==> src/rtl/imp_sched_pkg.sv <==
package imp_sched_pkg;
  typedef struct packed {
    logic stepUp;
    logic stepDown;
  } imp_step_t;
endpackage

==> src/rtl/imp_warmup.sv <==
module imp_warmup #(
  parameter int WARMUP_CYCLES = 4096
) (
  input  logic clk,
  input  logic rstN,
  output logic calDone
);
  localparam int CNT_W = $clog2(WARMUP_CYCLES + 1);
  localparam logic [CNT_W-1:0] LIMIT = CNT_W'(WARMUP_CYCLES);

  logic [CNT_W-1:0] edgeCnt;

  always_ff @(posedge clk or negedge rstN) begin
    if (!rstN) begin
      edgeCnt <= '0;
    end else if (edgeCnt != LIMIT) begin
      edgeCnt <= edgeCnt + CNT_W'(1);
    end
  end

  assign calDone = (edgeCnt == LIMIT);
endmodule

==> src/rtl/imp_step_ctrl.sv <==
module imp_step_ctrl
  import imp_sched_pkg::*;
(
  input  logic      busDrive,
  input  logic      outDisable,
  input  logic      belowTgt,
  input  logic      aboveTgt,
  output imp_step_t step
);
  logic permit;

  // An update is allowed when the pads are not actively driving:
  // either no read is on the bus, or the enable holds the drivers off.
  assign permit = outDisable | ~busDrive;

  always_comb begin
    step          = '0;
    step.stepUp   = permit & belowTgt;
    step.stepDown = permit & aboveTgt;
  end
endmodule

==> src/rtl/imp_code_path.sv <==
module imp_code_path
  import imp_sched_pkg::*;
#(
  parameter int CODE_W = 6
) (
  input  logic              clk,
  input  logic              rstN,
  input  logic [CODE_W-1:0] targetCode,
  input  logic              padFloat,
  input  imp_step_t         step,
  output logic [CODE_W-1:0] curCode,
  output logic              belowTgt,
  output logic              aboveTgt
);
  localparam logic [CODE_W-1:0] MAX_IMP = {CODE_W{1'b1}};

  logic [CODE_W-1:0] effTarget;

  assign effTarget = padFloat ? MAX_IMP : targetCode;
  assign belowTgt  = (curCode < effTarget);
  assign aboveTgt  = (curCode > effTarget);

  always_ff @(posedge clk or negedge rstN) begin
    if (!rstN) begin
      curCode <= MAX_IMP;
    end else if (step.stepUp) begin
      curCode <= curCode + CODE_W'(1);
    end else if (step.stepDown) begin
      curCode <= curCode - CODE_W'(1);
    end
  end
endmodule

==> src/rtl/imp_update_sched.sv <==
module imp_update_sched
  import imp_sched_pkg::*;
#(
  parameter int CODE_W        = 6,
  parameter int WARMUP_CYCLES = 4096
) (
  input  logic              clk,
  input  logic              rstN,
  input  logic [CODE_W-1:0] targetCode,
  input  logic              padFloat,
  input  logic              busDrive,
  input  logic              outDisable,
  output logic [CODE_W-1:0] curCode,
  output logic              calDone
);
  imp_step_t step;
  logic      belowTgt;
  logic      aboveTgt;

  imp_step_ctrl u_ctrl (
    .busDrive  (busDrive),
    .outDisable(outDisable),
    .belowTgt  (belowTgt),
    .aboveTgt  (aboveTgt),
    .step      (step)
  );

  imp_code_path #(.CODE_W(CODE_W)) u_path (
    .clk       (clk),
    .rstN      (rstN),
    .targetCode(targetCode),
    .padFloat  (padFloat),
    .step      (step),
    .curCode   (curCode),
    .belowTgt  (belowTgt),
    .aboveTgt  (aboveTgt)
  );

  imp_warmup #(.WARMUP_CYCLES(WARMUP_CYCLES)) u_warm (
    .clk    (clk),
    .rstN   (rstN),
    .calDone(calDone)
  );
endmodule

==> config.mk <==
export PLATFORM = sky130hd
export DESIGN_NAME = imp_update_sched
export DESIGN_NICKNAME = d
export VERILOG_FILES = /design/src/rtl/imp_sched_pkg.sv /design/src/rtl/imp_warmup.sv /design/src/rtl/imp_step_ctrl.sv /design/src/rtl/imp_code_path.sv /design/src/rtl/imp_update_sched.sv
export SDC_FILE = /design/constraint.sdc
export NUM_CORES = 1
export LEC_CHECK = 0
export BUFFER_PORTS_ARGS = -buffer_cell sky130_fd_sc_hd__buf_4
export CORE_ASPECT_RATIO = 0.75
export CORE_UTILIZATION = 35
export CTS_CLUSTER_DIAMETER = 120
export DETAILED_ROUTE_END_ITERATION = 10
export PLACE_DENSITY_LB_ADDON = 0.1
export SETUP_SLACK_MARGIN = 0.5
export SLEW_MARGIN = 0
export SYNTH_ARGS = -nofsm -noshare
export SYNTH_HDL_FRONTEND = slang
export SYNTH_HIERARCHICAL = 1
export SYNTH_SLANG_ARGS = --single-unit
==> constraint.sdc <==
create_clock -name clk -period 5.9 [get_ports clk]
set_input_delay 0.885 -clock clk [delete_from_list [all_inputs] [get_ports clk]]
set_output_delay 0.885 -clock clk [all_outputs]
set_load 0.005 [all_outputs]
==> qor.yml <==
outcome:
  status: "completed"
power_and_ir_drop:
  irDropWorstVdd_mv: 0.196
  p_per_area_nw_per_um2: 403
  leakage_nw: 0.667
  power_mw: 0.558
floorplan:
  boundaryPins: 18
  start_util_pct: 38.4
  design.core.area_sq_um: 3060
  die_y_microns: 52.2
  core.rowCount: 17
  die_x_microns: 68.9
  fp.dieArea_sq_um: 3590
placed_design:
  dpl-instance-area_sq_um: 1340
  place.port_buffers: 17
  pre_cts_slack_ns: 2.17
  dpl.hpwl_microns: 1640
  dpl.cell_count: 166
  gp_congestion: 0.728
timing:
  rsz0062_at_grt: "no"
  period_minus_slack_ns: 3.49
  setup_viol: 0
  max_clock_freq_mhz: 286
  relSlewSlack_pct: 61.5
  final.setup.worst_slack_ns: 2.41
  min_period_over_period_pct: 59.2
  hold_violations: 0
  fin_skew_ns: 0.00696
  drv_slew: 0
  tightest_slew_ns: 0.575
  finalSetupTns_ns: 0
  worst_hold_slack_ns: 0.485
global_routing:
  grt_overflow_total: 0
  grt_pass1_wl_microns: 3630
  gr-usage-all-layers_pct: 14.1
  grt_pass1_vias: 751
  grt_start_max_net_pins: 20
  antenna_found_initial: 0
synthesis:
  ys_seq_elements: 19
  yosys.area.top_type: "dfrtp_1"
  syn_area_per_cell_sq_um: 10.5
  synth.top_cell.area_share_pct: 27.7
  ys_types: 33
  synth_cells: 112
  synth_area_leaders: "dfrtp_1 (28%), dfstp_2 (13%), ha_1 (13%), xnor2_1 (7.5%), xor2_1 (4.5%)"
  yosysWarnings: 6
  syn_area_sq_um: 1170
  yosysSeqAreaShare_pct: 41.1
  syn_nets: 136
route:
  vias: 849
  dr.pass1.iters: 4
  viasPerCell: 4.99
  drt-initial-drc-count: 35
  drt-wirelength-per-cell_microns: 12.8
  drc: 0
  ant_nets: 0
  wirelength_microns: 2180
setup_path:
  critPathKind: "in -> reg"
  cp-start-kind: "input pin"
  crit_path_max_fanout: 6
  crit_arrival_ns: 3.67
  worstPathCellList: "buf_4, nor2_1, ha_1, nor2b_1, o21ai_1, nand2b_1, a221oi_1, and2_1, inv_1, ha_1, a21oi_1, nor2b_1, a311o_1, mux2i_1, xnor2_1"
  max_stage_delay_ns: 0.38
  worstPathRequired_ns: 6.08
  crit_slowest_cell: "a221oi_1"
  end_kind: "flop"
hold_path:
  hold_path_class: "reg -> reg"
cts:
  h-tree-depth: 1
  clkTransAtPathRegs_ns: 0.07
  cts_resized: 0
  root_buffer: "clkbuf_8"
  cts-hold-fix-buffers: 0
  cts_sinks: 19
  post_cts_buffers: 0
  cts_tree: "built"
  cts_inserted_buffers: 3
  cts_buffer_depth: 2
  clk_latency_ns: 0.25
final_layout:
  multiInputGateArea_sq_um: 666
  final_area_sq_um: 1380
  nFillCells: 321
  fin_nets: 157
  final_layout_size_suffix_gt1_share_pct: 22.0
  area_delta_synth_final_pct: 17.8
  insertedDiodeCount: 0
  finalNonFillerCells: 170
  regArea_sq_um: 483
  final_util_pct: 45.2
flow_run:
  maxCapViolCount: 0
==> area by class of cell <==
class,instances,area share (%)
Multi-Input combinational cell,88,48.1
Clock buffer,4,3.25
Tap cell,38,3.44
Inverter,4,1.08
Timing Repair Buffer,17,9.22
Sequential cell,19,34.9
==> per-layer routing <==
| metal | track usage [%] | share of wire, % |
|---|---|---|
| met4 | 2.04 | 0.55 |
| met1 | 21.7 | 57 |
| met5 | 0 | 0 |
| met3 | 5.22 | 4.9 |
| met2 | 18.6 | 38 |
==> power breakdown <==
part / internal (mW) / switching, mW / leakage, nW / total, mW
clock network: 0.0479 / 0.0420 / 0.0228 / 0.0899
logic: 0.138 / 0.125 / 0.414 / 0.263
registers: 0.173 / 0.0320 / 0.230 / 0.205
total: 0.358 / 0.199 / 0.667 / 0.558
==> Yosys cell counts, drive strengths merged <==
cell type,instances
mux2,2
a311o,1
buf,1
nor4b,2
or2,1
nor4,1
nand2b,4
and3,4
nor2b,4
dfrtp,13
and4,1
ha,12
nor2,9
fa,1
xnor2,10
a41oi,1
dfstp,6
nand2,7
o21ai,5
mux2i,1
nand3,2
a21oi,3
nand4,4
a221oi,1
and2,2
xor2,6
nor3,2
a21o,2
inv,4
==> registers in the layout, indices dropped and copies added (netlist names) <==
name,count
u_path/curCode,6
u_warm/edgeCnt,13
==> cells by family after synthesis <==
family,share of synthesized area (%)
simple gates,19.8
flops,41.1
xor+xnor,11.9
compound gates,7.35
fa+ha+maj,14.5
buf+inv,2.24
mux,3.09
==> cells in the final DEF, fill, tap and decap left out <==
cell type,instances
a21oi_2,1
nand2_1,7
nand3_1,2
xor2_1,6
dfrtp_1,13
clkbuf_1,1
a221oi_1,1
fa_1,1
inv_1,4
nor3_1,2
xnor2_1,10
and2_1,2
or2_1,1
o21ai_1,3
nor4_1,1
dfstp_2,6
mux2_4,1
mux2_1,1
buf_4,17
nor4b_1,2
clkbuf_8,3
a41oi_1,1
mux2i_1,1
and4_1,1
nand2b_1,4
and3_2,1
ha_1,12
nor2b_1,4
and3_1,3
a311o_1,1
a21o_1,2
o21ai_0,2
nor2_1,9
nand4_1,4
a21oi_1,2
==> critical path: cells and delay by family <==
| family | cells | cell delay (ns) |
|---|---|---|
| compound gates | 4 | 0.97 |
| buf+inv | 2 | 0.28 |
| simple gates | 5 | 0.61 |
| xor+xnor | 1 | 0.14 |
| mux | 1 | 0.19 |
| fa+ha+maj | 2 | 0.60 |
==> worst paths after layout <==
path,start,to,slack [ns],cells past startpoint
setup / recovery,padFloat,u_path/curCode[5],2.41,15
hold / removal,u_warm/edgeCnt[12],u_warm/edgeCnt[12],0.48,1
setup reg to reg,u_path/curCode[1],u_path/curCode[5],2.69,13
hold reg to reg,u_warm/edgeCnt[12],u_warm/edgeCnt[12],0.48,1
max in group asynchronous,rstN,u_path/curCode[5],5.13,1
min in group asynchronous,rstN,u_warm/edgeCnt[10],0.49,1
Power figures use the tool's default switching activity.
